[src/rtl/wdog_pkg.sv]
package wdog_pkg;

    localparam int BYTE_W   = 8;
    localparam int ADDR_W   = 2;
    localparam int NUM_OUTS = 2;

    // output lane indices
    localparam int OUT_KBD   = 0;
    localparam int OUT_PGOOD = 1;

    // control byte bit positions
    localparam int CTL_UNIT_SEC_BIT = 0;
    localparam int CTL_KBD_BIT      = 1;
    localparam int CTL_PGOOD_BIT    = 2;

    typedef enum logic [ADDR_W-1:0] {
        SEL_TMO_LO = 2'd0,
        SEL_TMO_HI = 2'd1,
        SEL_CTRL   = 2'd2,
        SEL_SPARE  = 2'd3
    } reg_sel_e;

    typedef struct packed {
        logic [NUM_OUTS-1:0] out_en;
        logic                unit_sec;
    } ctrl_t;

    typedef struct packed {
        logic lo;
        logic hi;
        logic ctl;
    } wr_hit_t;

    typedef enum logic [1:0] {
        ACT_HOLD  = 2'd0,
        ACT_CLEAR = 2'd1,
        ACT_LOAD  = 2'd2,
        ACT_STEP  = 2'd3
    } cnt_act_e;

    function automatic wr_hit_t decode_sel(input logic en, input logic [ADDR_W-1:0] addr);
        wr_hit_t h;
        h.lo  = en && (reg_sel_e'(addr) == SEL_TMO_LO);
        h.hi  = en && (reg_sel_e'(addr) == SEL_TMO_HI);
        h.ctl = en && (reg_sel_e'(addr) == SEL_CTRL);
        return h;
    endfunction

    function automatic ctrl_t unpack_ctrl(input logic [BYTE_W-1:0] d, input logic allow_sec);
        ctrl_t c;
        c.unit_sec          = d[CTL_UNIT_SEC_BIT] & allow_sec;
        c.out_en[OUT_KBD]   = d[CTL_KBD_BIT];
        c.out_en[OUT_PGOOD] = d[CTL_PGOOD_BIT];
        return c;
    endfunction

    // clear beats load beats step; stepping needs a nonzero count
    function automatic cnt_act_e pick_act(input logic clr, input logic ld,
                                          input logic step, input logic nonzero);
        if (clr)
            return ACT_CLEAR;
        else if (ld)
            return ACT_LOAD;
        else if (step && nonzero)
            return ACT_STEP;
        else
            return ACT_HOLD;
    endfunction

endpackage

[src/rtl/wdog_regs.sv]
module wdog_regs
    import wdog_pkg::*;
#(
    parameter int CNT_W = 16
) (
    input  logic              clk,
    input  logic              rst,
    input  logic              wr_en,
    input  logic [ADDR_W-1:0] wr_addr,
    input  logic [BYTE_W-1:0] wr_data,
    output logic              load,
    output logic [CNT_W-1:0]  load_val,
    output logic              disarm,
    output ctrl_t             ctrl
);

    localparam bit WIDE = (CNT_W > BYTE_W);

    wr_hit_t hit;
    ctrl_t   ctrl_q;

    assign hit = decode_sel(wr_en, wr_addr);

    always_ff @(posedge clk) begin
        if (rst)
            ctrl_q <= '0;
        else if (hit.ctl)
            ctrl_q <= unpack_ctrl(wr_data, WIDE);
    end

    assign ctrl   = ctrl_q;
    assign load   = hit.lo;
    assign disarm = hit.ctl && (wr_data == '0);

    generate
        if (WIDE) begin : g_wide
            localparam int HI_W = CNT_W - BYTE_W;
            logic [HI_W-1:0] hi_q;

            always_ff @(posedge clk) begin
                if (rst)
                    hi_q <= '0;
                else if (hit.hi)
                    hi_q <= wr_data[HI_W-1:0];
            end

            assign load_val = {hi_q, wr_data};
        end else begin : g_narrow
            assign load_val = wr_data[CNT_W-1:0];
        end
    endgenerate

endmodule

[src/rtl/wdog_prescale.sv]
module wdog_prescale #(
    parameter int TICKS_PER_MIN = 60
) (
    input  logic clk,
    input  logic rst,
    input  logic sec_tick,
    input  logic restart,
    input  logic unit_sec,
    output logic unit_tick
);

    localparam int PRE_W = (TICKS_PER_MIN > 1) ? $clog2(TICKS_PER_MIN) : 1;
    localparam logic [PRE_W-1:0] PRE_LAST = PRE_W'(TICKS_PER_MIN - 1);
    localparam logic [PRE_W-1:0] PRE_ONE  = PRE_W'(1);

    logic [PRE_W-1:0] pre_q;
    logic             wrap;

    assign wrap = (pre_q == PRE_LAST);

    always_ff @(posedge clk) begin
        if (rst || restart)
            pre_q <= '0;
        else if (sec_tick)
            pre_q <= wrap ? '0 : pre_q + PRE_ONE;
    end

    assign unit_tick = sec_tick && !restart && (unit_sec || wrap);

endmodule

[src/rtl/wdog_countdown.sv]
module wdog_countdown
    import wdog_pkg::*;
#(
    parameter int CNT_W = 16
) (
    input  logic             clk,
    input  logic             rst,
    input  logic             load,
    input  logic [CNT_W-1:0] load_val,
    input  logic             disarm,
    input  logic             unit_tick,
    output logic             expire,
    output logic [CNT_W-1:0] count
);

    localparam logic [CNT_W-1:0] ONE = CNT_W'(1);

    logic [CNT_W-1:0] cnt_q;
    cnt_act_e         act;

    assign act    = pick_act(disarm, load, unit_tick, cnt_q != '0);
    assign expire = (act == ACT_STEP) && (cnt_q == ONE);

    always_ff @(posedge clk) begin
        if (rst) begin
            cnt_q <= '0;
        end else begin
            case (act)
                ACT_CLEAR: cnt_q <= '0;
                ACT_LOAD:  cnt_q <= load_val;
                ACT_STEP:  cnt_q <= cnt_q - ONE;
                default:   cnt_q <= cnt_q;
            endcase
        end
    end

    assign count = cnt_q;

endmodule

[src/rtl/wdog_pulse.sv]
module wdog_pulse #(
    parameter int PULSE_LEN = 16,
    parameter int N_OUT     = 2
) (
    input  logic             clk,
    input  logic             rst,
    input  logic             fire,
    input  logic [N_OUT-1:0] en,
    output logic [N_OUT-1:0] pulse
);

    localparam int PW = $clog2(PULSE_LEN + 1);
    localparam logic [PW-1:0] LEN    = PW'(PULSE_LEN);
    localparam logic [PW-1:0] ONE_PW = PW'(1);

    generate
        for (genvar i = 0; i < N_OUT; i++) begin : g_lane
            logic [PW-1:0] left_q;

            always_ff @(posedge clk) begin
                if (rst)
                    left_q <= '0;
                else if (fire && en[i])
                    left_q <= LEN;
                else if (left_q != '0)
                    left_q <= left_q - ONE_PW;
            end

            assign pulse[i] = (left_q != '0);
        end
    endgenerate

endmodule

[src/rtl/wdog_rst_timer.sv]
module wdog_rst_timer
    import wdog_pkg::*;
#(
    parameter int CNT_W         = 16,
    parameter int TICKS_PER_MIN = 60,
    parameter int PULSE_LEN     = 16
) (
    input  logic       clk,
    input  logic       rst,
    input  logic       sec_tick,
    input  logic       wr_en,
    input  logic [1:0] wr_addr,
    input  logic [7:0] wr_data,
    output logic       kbd_rst,
    output logic       pgood_rst
);

    logic                load;
    logic [CNT_W-1:0]    load_val;
    logic                disarm;
    ctrl_t               ctrl;
    logic                unit_tick;
    logic                expire;
    logic [CNT_W-1:0]    count;
    logic [NUM_OUTS-1:0] pulse;

    wdog_regs #(.CNT_W(CNT_W)) u_regs (
        .clk      (clk),
        .rst      (rst),
        .wr_en    (wr_en),
        .wr_addr  (wr_addr),
        .wr_data  (wr_data),
        .load     (load),
        .load_val (load_val),
        .disarm   (disarm),
        .ctrl     (ctrl)
    );

    wdog_prescale #(.TICKS_PER_MIN(TICKS_PER_MIN)) u_pre (
        .clk       (clk),
        .rst       (rst),
        .sec_tick  (sec_tick),
        .restart   (load),
        .unit_sec  (ctrl.unit_sec),
        .unit_tick (unit_tick)
    );

    wdog_countdown #(.CNT_W(CNT_W)) u_cnt (
        .clk       (clk),
        .rst       (rst),
        .load      (load),
        .load_val  (load_val),
        .disarm    (disarm),
        .unit_tick (unit_tick),
        .expire    (expire),
        .count     (count)
    );

    wdog_pulse #(.PULSE_LEN(PULSE_LEN), .N_OUT(NUM_OUTS)) u_pulse (
        .clk   (clk),
        .rst   (rst),
        .fire  (expire),
        .en    (ctrl.out_en),
        .pulse (pulse)
    );

    assign kbd_rst   = pulse[OUT_KBD];
    assign pgood_rst = pulse[OUT_PGOOD];

endmodule

[config.mk]
export PLATFORM = sky130hd
export DESIGN_NAME = wdog_rst_timer
export DESIGN_NICKNAME = d
export VERILOG_FILES = /design/src/rtl/wdog_pkg.sv /design/src/rtl/wdog_regs.sv /design/src/rtl/wdog_prescale.sv /design/src/rtl/wdog_countdown.sv /design/src/rtl/wdog_pulse.sv /design/src/rtl/wdog_rst_timer.sv
export SDC_FILE = /design/constraint.sdc
export NUM_CORES = 1
export LEC_CHECK = 0
export BUFFER_PORTS_ARGS = -buffer_cell sky130_fd_sc_hd__buf_2
export CAP_MARGIN = 25
export CORE_MARGIN = 5
export CORE_UTILIZATION = 55
export DETAILED_ROUTE_END_ITERATION = 16
export PLACE_DENSITY = 0.85
export SLEW_MARGIN = 20
export SYNTH_ARGS = -nofsm -noshare
export SYNTH_HDL_FRONTEND = slang
export SYNTH_SLANG_ARGS = --single-unit
[constraint.sdc]
create_clock -name clk -period 2.9 [get_ports clk]
set_input_delay 0.58 -clock clk [delete_from_list [all_inputs] [get_ports clk]]
set_output_delay 0.58 -clock clk [all_outputs]
set_load 0.01 [all_outputs]
==> results, run 1 <==
- The run finished with clean final reports.
- Based on the critical path, the design can be clocked at up to between 400 and 500 MHz.
- IR analysis of the VDD net gives a maximum drop of between 400 and 500 uV.
- The endpoint kind of the worst setup timing path is a flop.
- Synthesis inferred 43 register bits.
- Once the clock tree was built, the resizer swapped 0 gates to a different size.
- The number of global-route vias before repair is roughly 1.8k.
- The via count is approximately 2.0k.
- Once placement completed, the tool counted placed cells totaling between 300 and 400.
- The total grt overflow is 0.
- The area of placed instances is between 2000 and 2500 um^2.
- The detail-routed net length per standard cell is ~15 um.
- The proportion of synthesized flip-flops having asynchronous set or reset is 0%.
- The final design instance area without fill is 2430 um^2.
- The mean area per synthesized cell is slightly below 9 um^2.
- Before antenna repair, the detailed router went through 5 iterations.
- Setup repair after global routing left no endpoint under its margin.
- Clock-pin slew was measured on the worst setup and hold paths at roughly 0.09 ns.
- The top-level I/O count is 16.
- The worst setup path is launched from a flop.
- The initial utilization of the core area, before any placement, comes to 56.1%.
- The ratio of final minimum period to clock period is between 70% and 80%.
- For this run, design rule violations remaining after detail routing come to 0.
- The die outline area is around 5400 um^2.
- The hold path depth is 2.
- The maximum fanout along the worst path is 8.
- The number of max-cap violations is 0.
- The maximum buffer depth of the clock tree is 2.
- The signal on the critical path passes through inv_1 -> ha_1 -> nor4b_1 -> nand4_1 -> nand2_2 -> nor3_1 -> a221o_1.
- The first global-routing pass estimated just over 8000 um of wire.
- For this run, the leading register cell type out of synthesis is dfxtp_1.
- The critical path is of the flop to flop type.
- The number of hold violations in the final report was 0.
- The floorplan core area is roughly 4000 um^2.
- For this run, the number of standard cells in the final layout without fillers is around 320.
- The cell type group with the largest total delay on the critical path is simple AND/OR/NAND/NOR gates.
- The root buffer cell is clkbuf_8.
- The H-tree generated during clock tree synthesis spans 2 levels.
- Of the total power, combinational logic draws between 30% and 40%.
- In this design, the stage delay of the slowest critical-path cell is between 0.4 and 0.5 ns.
- The synthesized design devotes to its leading area cell type 38.6% of total area.
- The height of the chip is 73.7 um.
- The switching portion of total power is 34.4%.
- The post-route total power is around 1.7 mW.
- The source of the worst register-to-register timing path is u_cnt.count[0].
- The count of inserted antenna diode cells is 0.
- The largest net degree at the start of global routing is 32.
- In the final timing run, aggregate negative setup slack is 0 ns.
- The growth of design area from synthesis to finish is 9.03%.
- The number of max-slew violations in the final report is 0.
- Summed over all nets, the half-perimeter wirelength after detailed placement is about 3500 um.
- The number of clock buffers inserted by TritonCTS is 5.
- The ratio of cells with drive above 1 in the final layout is between 10% and 20%.
- The number of antenna violations at the first check in global routing came to 0.
- The endpoint of the worst hold path is u_cnt.count[14].
- In this run the critical register-to-register path is captured at u_cnt.count[9].
- The static leakage power is about 0.94 nW.
- Setup violations remaining at the end of the flow were counted as 0.
- The time the final worst path needs with I/O delays and setup is between 2 and 2.5 ns.
- Clock tree synthesis found a total of 43 sinks.
- The count of buffers added by post-CTS timing repair for setup is 0.
- The synthesis warning total is 0.
- The relative contribution of the clock network to total power is a little over a fifth.
- The net count reported at finish is around 300.
- The sum of buffers and inverters on the critical path is 1.
- The post-synthesis cell area is approximately 2200 um^2.
- Yosys mapped a number of flops with a built-in enable equal to 0.
- The worst hold-check path type is flop to flop.
- TritonCTS built the clock tree.
- The netlist uses 46 different library cells.
- The power density normalized to cell area is between 600 and 700 nW/um^2.
- The slack of the worst reg-to-reg path is just under 0.7 ns.
- The row count is 23.
- For the worst-skew pair, the clock arrives at the later sink with an insertion delay of 0.30 ns.
- The final worst slack is roughly 0.67 ns.
- The internal power of the cells totals ~1.1 mW.
- The synthesized netlist net count is 278.
- The number of nets with antenna violations after detailed routing is 0.
- The number of buffers inserted for hold repair after clock tree synthesis is 0.
- The worst pin sits at a relative slew slack of a little under half.
- Synthesis handed over a netlist of ~260 instances.
- On the final layout, the worst hold slack is roughly 0.47 ns.
- Dividing the detail-routed via count by the number of cells gives a little over 6.
- The worst setup slack after placement is about 0.6 ns.
- The floorplan step set the die width to roughly 74 um.
- The worst hold path begins at u_regs.g_wide.hi_q[6].
- The routability congestion estimate is 0.943.
- The net switching power is between 500 and 600 uW.
- The initial detailed-routing violation count is 132.
- The sequential share of power is between 40 and 50%.
- The slowest stage of the critical path belongs to the cell nand4_1.
- The worst register-to-register path has a depth of 7.
- The aggregate routed wire length is about 4900 um.
- Between clock sinks in the finished design, the worst skew comes to roughly 0.014 ns.
- Sequential cells were found to cover between 30% and 40% of the synthesized design area.
- Sorting the synthesized cells by area gives the leading types as dfxtp_1, ha_1, mux2i_1.
- Buffers placed on the I/O ports in this run total 15.
- The final cell utilization of the core is 61.2%.
- The arrival time of the worst setup path is 2.42 ns.
- The actual slew at the worst max-slew pin is just under 0.8 ns.
- The biggest area consumer among synthesized cells is dfxtp_1.
- The data required time at the worst endpoint is between 3 and 4 ns.
- The overall fraction of global-route tracks in use is about 20%.
[sequential cells by signal, indices dropped and copies added (netlist names)]
name	flops
u_pre.pre_q	6
u_regs.ctrl	3
u_cnt.count	16
u_pulse.g_lane.left_q	10
u_regs.g_wide.hi_q	8
[worst max path at each step]
stage / startpoint / to / slack, ns / cells past startpoint
4_1_cts: u_pulse.g_lane[1].left_q[0] / pgood_rst / 0.78 / 6
2_1_floorplan: wr_data[3] / u_cnt.count[9] / 0.88 / 6
5_1_grt: u_cnt.count[0] / u_cnt.count[9] / 0.56 / 7
3_3_place_gp: wr_data[3] / u_cnt.count[9] / 0.64 / 6
3_5_place_dp: wr_data[3] / u_cnt.count[9] / 0.60 / 6
6_report: u_cnt.count[0] / u_cnt.count[9] / 0.67 / 7
[power by group through the flow]
stage / Combinational (mW) / Clock, mW / Sequential, mW
floorplan: 0.430 / 0 / 0.739
global placement: 0.557 / 0 / 0.752
detailed placement: 0.579 / 0 / 0.754
CTS: 0.582 / 0.376 / 0.742
global route: 0.653 / 0.408 / 0.752
finish: 0.582 / 0.368 / 0.743
[logic make-up (layout without fill, tap and decap cells)]
kind of cell | after synthesis | after routing | synth area share (%)
AND/OR/NAND/NOR | 118 | 118 | 29.7
flip-flops | 43 | 43 | 38.6
AO/OA/AOI/OAI | 39 | 39 | 11.8
buffers and inverters | 21 | 38 | 4.15
XOR/XNOR | 17 | 17 | 6.68
multiplexers | 10 | 10 | 4.49
adder cells (fa/ha/maj) | 8 | 8 | 4.49
[synthesized netlist by cell type, types with 2 or more instances]
master / number
a22oi_1: 2
xnor2_1: 10
nor2_1: 21
or4_4: 2
dfxtp_1: 43
xor2_1: 7
nand3_1: 13
nor3_1: 16
inv_1: 11
mux2i_1: 10
nor4b_1: 3
clkbuf_1: 5
o311ai_0: 2
a22o_1: 2
nand4_1: 10
ha_1: 8
o211ai_1: 3
nor4b_2: 2
and2_1: 2
nor4_1: 7
nand2_1: 26
o21ai_0: 7
a21oi_1: 14
or4_1: 3
nor4_4: 2
nor3b_1: 3
nand2b_1: 3
[per-layer routing]
| layer | share of wire, % | vias to the layer above | routed length [um] | track usage (%) |
|---|---|---|---|---|
| met4 | 1.8 | 0 | 90 | 7.24 |
| met2 | 47 | 114 | 2290 | 30.4 |
| met1 | 42 | 914 | 2060 | 26.1 |
| li1 | - | 955 | - | - |
| met5 | 0 | - | 0 | 0 |
| met3 | 9.3 | 12 | 455 | 4.79 |
[cell type report]
class	count	area, um^2
tap	50	62.6
clock buffer	6	72.6
fill	342	1540
multi-input combinational	192	1280
timing repair buffer	19	105
inverter	11	41.3
clock inverter	2	12.5
sequential	43	861
[worst register-to-register path: cells and delay by family (launching register included)]
family,cells,cell delay [ns]
compound gates,1,0.30
fa+ha+maj,1,0.14
buf+inv,1,0.12
flops,1,0.37
simple gates,4,1.21
[cells in the final DEF, fill, tap and decap left out, types with 2 or more instances in the layout]
cell type  instances
nor4_4             2
nand2b_1           3
nor4_1             7
nor4b_2            2
o21ai_0            7
o311ai_0           2
clkbuf_8           5
inv_1             11
nand4_1           10
a22o_1             2
or4_1              3
buf_4              4
a22oi_1            2
and2_1             2
nand2_1           26
xor2_1             7
dfxtp_1           43
o211ai_1           3
nor3b_1            3
buf_2             15
nor3_1            16
nor4b_1            3
or4_4              2
nand3_1           13
mux2i_1           10
ha_1               8
a21oi_1           14
nor2_1            21
xnor2_1           10
Note: power is estimated with default switching activity, not from simulation.
==> run 2, diff against run 1 <==
ABC_AREA = 1   (was unset)
PLACE_DENSITY = 0.84   (was 0.85)
clock period = 2.1 ns   (was 2.9 ns; I/O delays follow)
==> run 2 against run 1 <==
  * Combinational power increased by 75%
  * Setup slack got worse by 0.34 ns
  * Flip-flop and latch count is the same
  * Clock skew decreased by 0.0035 ns
  * Count of clock-buffer cells in the layout increased by 1
  * Critical endpoint unchanged
  * Highest routed layer unchanged
==> results, run 2 <==
- Among all cell types in the netlist, the one instantiated most often is nand2_1.
- The number of clock buffers inserted by TritonCTS is 5 (unchanged).
- TritonCTS built the clock tree.
- The number of inserted filler cells in the final layout came to 419 (+23%).
- STA classifies the critical path endpoint as a flop.
- The distinct cell type count after synthesis was 31 (-33%).
- The count of buffers added by post-CTS timing repair for setup is 0 (unchanged).
- The maximum fanout along the worst path is 25 (+17).
- The die outline area is 6140 um^2 (+13%).
- Setup repair after global routing left no endpoint under its margin.
- The quantity of gates resized following cts is 0 (unchanged).
- The largest net degree at the start of global routing came to 26 (-19%).
- The setup skew after layout is 0.0107 ns (-0.00350 ns).
- The number of buffers inserted for hold repair after clock tree synthesis is 0 (unchanged).
- The arrival time of the worst setup path is 1.96 ns (-0.46 ns).
- The row count is 24 (+4.3%).
- The final sum of negative setup slack is 0 ns (unchanged).
- The die extent in x is 78.3 um (+6.3%).
- The number of antenna violations at the first check in global routing came to 0 (unchanged).
- The number of nets with antenna violations after detailed routing is 0 (unchanged).
- The H-tree depth is 2 (unchanged).
- The number of register bits inferred by synthesis is 43 (unchanged).
- The DRC violation count after routing is 0 (unchanged).
- The number of standard cells after synthesis came to 397 (+55%).
- The number of hold violations in the final report is 0 (unchanged).
- The ratio of cells with drive above 1 in the final layout was 14.3% (+1.4 points).
- The worst hold slack is 0.426 ns (-0.0452 ns).
- The floorplan core area came to 4440 um^2 (+12%).
- For this design, the slowest cell found on the critical path is dfxtp_1.
- The final worst slack is 0.338 ns (-0.336 ns).
- The number of global-route vias before repair is 2446 (+33%).
- The worst hold-check path type is primary input to flop.
- The area share of the leading cell type in the synthesized netlist is 33.5% (-5.1 points).
- The worst slew slack as a fraction of its limit is 60.3% (+13 points).
- The via count is 2432 (+22%).
- The aggregate routed wire length came to 5630 um (+15%).
- The ratio of final minimum period to clock period came to 83.9% (+7.2 points).
- The first-pass iteration count of the detailed router was 4 (-1).
- In this run the clock root is driven by a clkbuf_8.
- The startpoint identified for the worst hold timing path is sec_tick.
- The top-level I/O count is 16 (unchanged).
- The mean area per synthesized cell is 6.47 um^2 (-26%).
- The setup path with the least slack is of type flop to flop.
- The actual slew at the worst max-slew pin was 0.595 ns (-0.185 ns).
- The hold path depth is 3 (+1).
- The number of vias per cell after detailed routing is 5.22 (-16%).
- The top cell types in the final layout, fill and taps aside, are nand2_1, nor2_1, dfxtp_1.
- The kind of start point of the critical path is a flop.
- The worst register-to-register path begins at u_cnt.count[0].
- The depth of the most critical reg-to-reg path is 10 (+3).
- The growth of design area from synthesis to finish is 7.31%.
- The synthesized netlist net count was 419 (+51%).
- The highest attainable clock frequency is 568 MHz (+26%).
- The net count reported at finish is 435 (+48%).
- The flip-flop count of the largest register after layout came to 16 (unchanged).
- The overall fraction of global-route tracks in use came to 20.5% (+0.99 points).
- The height of the chip is 78.3 um (+6.3%).
- The count of inserted antenna diode cells is 0 (unchanged).
- The endpoint of the worst-slack reg-to-reg timing path is u_cnt.count[9].
- The final count of negative-setup-slack endpoints came to 0 (unchanged).
- The maximum buffer depth of the clock tree is 2 (unchanged).
- The initial cell density of the core is 57.8% (+1.7 points).
- The first-pass GRT wire length is 10300 um (+24%).
- The data required time at the worst endpoint is 2.30 ns (-0.79 ns).
- The worst setup slack after placement is 0.131 ns (-0.474 ns).
- The number of max-cap violations is 0 (unchanged).
- The routability congestion estimate is 0.883 (-6.3%).
- The number of max-slew violations in the final report is 0 (unchanged).
- The detailed-placement wirelength estimate is 4310 um (+22%).
- The detail-routed net length per standard cell is 12.1 um (-20%).
- The run finished with clean final reports.
- The static leakage power is 1.26 nW (+34%).
- Counting instances in the post-synthesis netlist gives the leading cell types as nand2_1, nor2_1, dfxtp_1, inv_1, nand3_1.
- The synthesized design spends more area on one cell type than any other, namely dfxtp_1.
- The signal on the critical path passes through inv_1 -> ha_1 -> nand2_1 -> nor2_1 -> nand3_1 -> nand2_1 -> nand2_4 -> buf_4 -> o21ai_1 -> nor2_1.
- The time the final worst path needs with I/O delays and setup is 1.76 ns (-0.464 ns).
- The initial detailed-routing violation count is 174 (+32%).
- The most common flop cell mapped by yosys is dfxtp_1.
- The largest voltage drop on the vdd net is 611 uV (+41%).
- The power density normalized to cell area is 933 nW/um^2 (+34%).
- The clock input transition at the sequential cells of the worst setup and hold paths is 0.08 ns (about the same).
- The most common cell after layout, fill and taps aside is nand2_1.
- The synthesis warning total came to 0 (unchanged).
- The fraction of the yosys area taken by sequential cells came to 33.5% (-5.1 points).
- The post-synthesis cell area is 2570 um^2 (+15%).
- The clock insertion delay at the later pin of the skew report is 0.30 ns (about the same).
- The slack of the worst reg-to-reg path is 0.34 ns (-0.34 ns).
- The delay of the slowest cell on the worst path is 0.36 ns (-0.09 ns).
- After synthesis, the cell types taking the most area are dfxtp_1, nand2_1, nor2_1.
- The clock net sink count was 43 (unchanged).
- The number of buffer cells added on primary ports is 15 (unchanged).
- The path with the worst hold slack has its endpoint at u_pre.pre_q[1].
- The proportion of synthesized flip-flops having asynchronous set or reset came to 0% (unchanged).
- The total grt overflow is 0 (unchanged).
- The number of synthesized flops with an enable pin is 0 (unchanged).
run 2: cell types whose count changed after synthesis, sizes merged, moves of 5 or more:
cell / change
nor2: +79
nand2: +73
inv: +31
nor3: -14
o21ai: +14
nand3: +13
nor4: -9
mux2i: -8
xnor2: -8
xor2: +7
nand4: -6
nor4b: -5
or4: -5
run 2: report_power, final:
part           internal [mW]  switching [mW]  total (mW)  leakage [nW]
sequential             0.943          0.0990        1.04         0.352
combinational          0.405           0.619        1.02         0.870
clock                  0.234           0.272       0.505        0.0422
total                   1.58           0.989        2.57          1.26
run 2: stage by stage:
step	cells	cell area [um^2]	power [mW]	utilization (%)
2_1_floorplan	397	2570	1.85	-
3_3_place_gp	458	2670	2.02	60.1
3_5_place_dp	458	2670	2.07	60.1
4_1_cts	466	2750	2.58	61.9
5_1_grt	466	2760	2.82	62.0
6_report	466	2760	2.57	62.0
run 2: worst max path at each step:
stage	start	endpoint	slack (ns)	cells after the start
after floorplan	u_cnt.count[0]	u_cnt.count[10]	0.67	12
after global placement	wr_en	u_cnt.count[12]	0.22	10
after detailed placement	wr_en	u_cnt.count[9]	0.13	10
after CTS	u_cnt.count[0]	u_cnt.count[9]	0.24	10
after global routing	u_cnt.count[0]	u_cnt.count[9]	0.1	10
final	u_cnt.count[0]	u_cnt.count[9]	0.34	10
run 2: cell families after synthesis:
kind of cell	count (synthesis)	synth area share, %
xor+xnor	16	5.46
mux	2	0.779
simple gates	236	39.4
buf+inv	51	8.52
fa+ha+maj	8	3.90
flops	43	33.5
compound gates	41	8.43
run 2: layer usage:
layer	vias to the layer above	global-route usage, %	part of all wire, %
met1	1106	25.2	46
met5	-	0	0
li1	1268	-	-
met4	0	9.44	1.6
met3	8	3.89	5.5
met2	50	34.8	47
run 2: worst max-delay path: cells and delay by family (launching register included):
| family | cells | cell delay (ns) |
|---|---|---|
| simple gates | 6 | 0.64 |
| flops | 1 | 0.36 |
| buf+inv | 2 | 0.34 |
| fa+ha+maj | 1 | 0.18 |
| compound gates | 1 | 0.13 |
run 2: area by class of cell:
| class | instances | area (um^2) | share of cell area (%) |
|---|---|---|---|
| Sequential cell | 43 | 861 | 31.2 |
| Clock buffer | 7 | 76.3 | 2.77 |
| Timing Repair Buffer | 18 | 97.6 | 3.54 |
| Multi-Input combinational cell | 303 | 1490 | 54.2 |
| Clock inverter | 1 | 5.00 | 0.182 |
| Inverter | 42 | 158 | 5.72 |
| Tap cell | 52 | 65.1 | 2.36 |
==> run 3, diff against run 2 <==
PLACE_DENSITY = 0.87   (was 0.84)
clock period = 1.5 ns   (was 2.1 ns; I/O delays follow)
==> run 3 against run 2 <==
  * The flow now finishes with violations (negative setup slack)
  * Count of clock-buffer cells in the layout shrank 1
  * Largest power group is now combinational logic
  * Via count increased by 19%
  * Non-clock buffer count up 25
==> results, run 3 (same netlist as run 2, synthesis figures left out) <==
- The run finished, with violations left.
- The checks that failed: negative setup slack.
- The critical path is of the flop to flop type.
- The library cell used most frequently in the layout, excluding fill and tap cells, is nand2_1.
- The initial cell density of the core is 57.8% (unchanged).
- The worst hold-check path type is primary input to flop.
- The power density normalized to cell area is 1330 nW/um^2 (+43%).
- The sequential share of power is 33.8% (-6.7 points).
- The top-level I/O count is 16 (unchanged).
- The number of max-cap violations is 0 (unchanged).
- The largest voltage drop on the vdd net came to 954 uV (+56%).
- The actual slew at the worst max-slew pin is 0.889 ns (+0.294 ns).
- The flip-flop count of the largest register after layout is 16 (unchanged).
- The clock input transition at the sequential cells of the worst setup and hold paths is 0.09 ns (about the same).
- The worst hold slack was 0.287 ns (-0.139 ns).
- The portion of total power attributed to combinational logic was 44.5% (+4.7 points).
- The ratio of cells with drive above 1 in the final layout is 37.5% (+23 points).
- The via count was 2891 (+19%).
- The height of the chip is 78.3 um (unchanged).
- The worst slew slack as a fraction of its limit is 40.7% (-20 points).
- The maximum fanout along the worst path is 4 (-84%).
- The worst setup path is captured at a flop.
- The relative contribution of the clock network to total power was 21.7% (+2.0 points).
- The highest attainable clock frequency is 590 MHz (+4.0%).
- The kind of start point of the critical path is a flop.
- The die extent in x came to 78.3 um (unchanged).
- The net switching power is 1.78 mW (+80%).
- The DRC violation count after routing is 0 (unchanged).
- The detailed-placement wirelength estimate is 4400 um (+2.1%).
- The clock insertion delay at the later pin of the skew report is 0.31 ns (about the same).
- The die outline area is 6140 um^2 (unchanged).
- The final worst slack is -0.194 ns (-0.532 ns).
- The total grt overflow is 0 (unchanged).
- The endpoint of the worst-slack reg-to-reg timing path is u_pulse.g_lane[0].left_q[0].
- The startpoint of the worst hold path is wr_data[4].
- The flip-flop and latch area was 886 um^2 (+2.9%).
- The final count of negative-setup-slack endpoints is 25 (+25).
- The data required time at the worst endpoint is 1.70 ns (-0.60 ns).
- The row count is 24 (unchanged).
- From synthesis to final layout, the design area changed by 31.0%.
- The cell-internal power is 2.69 mW (+70%).
- The number of max-slew violations in the final report is 0 (unchanged).
- The root buffer cell chosen for the clock tree is clkbuf_8.
- The aggregate routed wire length came to 8100 um (+44%).
- Setup repair after global routing could not meet its margin everywhere.
- The H-tree depth is 2 (unchanged).
- TritonCTS built the clock tree.
- The filler-free cell count of the finished design was 492 (+5.6%).
- In the layout the commonest cells are nand2_1, nor2_1, nor2_2.
- The number of hold violations in the final report is 0 (unchanged).
- The ratio of final minimum period to clock period is 113% (+29 points).
- The maximum buffer depth of the clock tree came to 2 (unchanged).
- The area of placed instances was 2830 um^2 (+5.8%).
- The first-pass iteration count of the detailed router came to 5 (+1).
- The area of the multi-input gates came to 1770 um^2 (+18%).
- The number of clock buffers inserted by TritonCTS was 5 (unchanged).
- The number of global-route vias before repair is 2408 (-1.6%).
- The hold path depth came to 3 (unchanged).
- The setup skew after layout came to 0.0104 ns (-0.000269 ns).
- The number of vias per cell after detailed routing is 5.88 (+13%).
- The worst register-to-register path begins at u_cnt.count[6].
- The endpoint of the worst hold path is u_regs.g_wide.hi_q[4].
- The routability congestion estimate is 0.867 (-1.9%).
- The number of inserted filler cells in the final layout was 262 (-37%).
- The detail-routed net length per standard cell is 16.5 um (+36%).
- The largest net degree at the start of global routing was 23 (-12%).
- The arrival time of the worst setup path is 1.89 ns (-0.07 ns).
- The count of inserted antenna diode cells is 0 (unchanged).
- The final design instance area without fill is 3360 um^2 (+22%).
- The number of buffer cells added on primary ports is 15 (unchanged).
- The depth of the most critical reg-to-reg path is 9 (-1).
- The static leakage power is 1.49 nW (+18%).
- The net count reported at finish is 461 (+6.0%).
- The clock net sink count came to 43 (unchanged).
- The switching portion of total power came to 39.8% (+1.3 points).
- The number of placed cells counting well taps was 477 (+4.1%).
- The initial detailed-routing violation count is 368 (+110%).
- The time the final worst path needs with I/O delays and setup is 1.69 ns (-0.0685 ns).
- The first-pass GRT wire length is 10700 um (+4.5%).
- The number of antenna violations at the first check in global routing is 0 (unchanged).
- The number of nets with antenna violations after detailed routing is 0 (unchanged).
- The post-route total power is 4.47 mW (+74%).
- The slack of the worst reg-to-reg path is -0.19 ns (-0.53 ns).
- The floorplan core area is 4440 um^2 (unchanged).
- The overall fraction of global-route tracks in use came to 21.6% (+1.1 points).
==> run 3: cell types whose count changed in the layout (fill, tap and decap cells not counted), moves of 10 or more <==
cell / delta
nor2_2: +14
nor2_1: -21
nand2_1: -14
dfxtp_2: +17
o21ai_1: -10
dfxtp_1: -18
nand2_2: +12
buf_4: +19
o21ai_2: +10
==> run 3: how the worst max path moves through the flow <==
stage | start | endpoint | slack [ns] | cells after the start
final | u_cnt.count[6] | u_pulse.g_lane[0].left_q[0] | -0.19 | 9
after global routing | u_pre.pre_q[0] | u_cnt.count[2] | -0.20 | 9
after CTS | u_pre.pre_q[0] | u_cnt.count[7] | 0.003 | 11
after detailed placement | u_cnt.count[0] | u_cnt.count[1] | -0.04 | 11
after global placement | u_cnt.count[0] | u_cnt.count[1] | 0.01 | 11
after floorplan | u_cnt.count[0] | u_cnt.count[10] | 0.07 | 12
==> run 3: per-layer routing <==
metal	wire (um)	track usage, %
met2	3910	38.9
met5	0	0
met4	427	6.29
met3	750	4.92
met1	3010	25.6
==> run 3: timing repair <==
action                     CTS  global route
cloned                       0             5
hold buffers                 0             0
buffers inserted             1             1
gates resized for setup     14            86
setup endpoints to repair   18            28
pin swaps                    2            25
==> run 3: final cells by class <==
cell class                      instances  area share (%)
Multi-Input combinational cell        304            52.5
Sequential cell                        43            26.3
Timing Repair Buffer                   43            10.9
Inverter                               42            4.76
Clock buffer                            6            2.45
Tap cell                               52            1.93
Clock inverter                          2            1.04
==> run 3: power by group through the flow <==
stage	clock network (mW)	logic [mW]	registers (mW)
after global placement	0	1.40	1.47
after global routing	1.02	2.18	1.53
after detailed placement	0	1.48	1.48
after floorplan	0	1.13	1.45
final	0.972	1.99	1.51
after CTS	0.957	1.67	1.46
==> run 3: critical path, cell delays in order (launching register included) <==
cell and delay [ns]:
dfxtp_2 0.40, inv_1 0.11, nand2_1 0.13, nor2_4 0.06
nand2_2 0.09, nor2_4 0.05, nor2_4 0.22, nand4_1 0.26
nand2_2 0.19, nor2_1 0.06
==> run 3: stage by stage <==
stage,TNS [ns],util [%],worst slack (ns)
finish,-2.29,75.7,-0.194
global route,-3.84,75.7,-0.200
CTS,0,67.5,0.00329
detailed placement,-0.247,63.6,-0.0372
global placement,0,63.6,0.0132
floorplan,0,-,0.0678
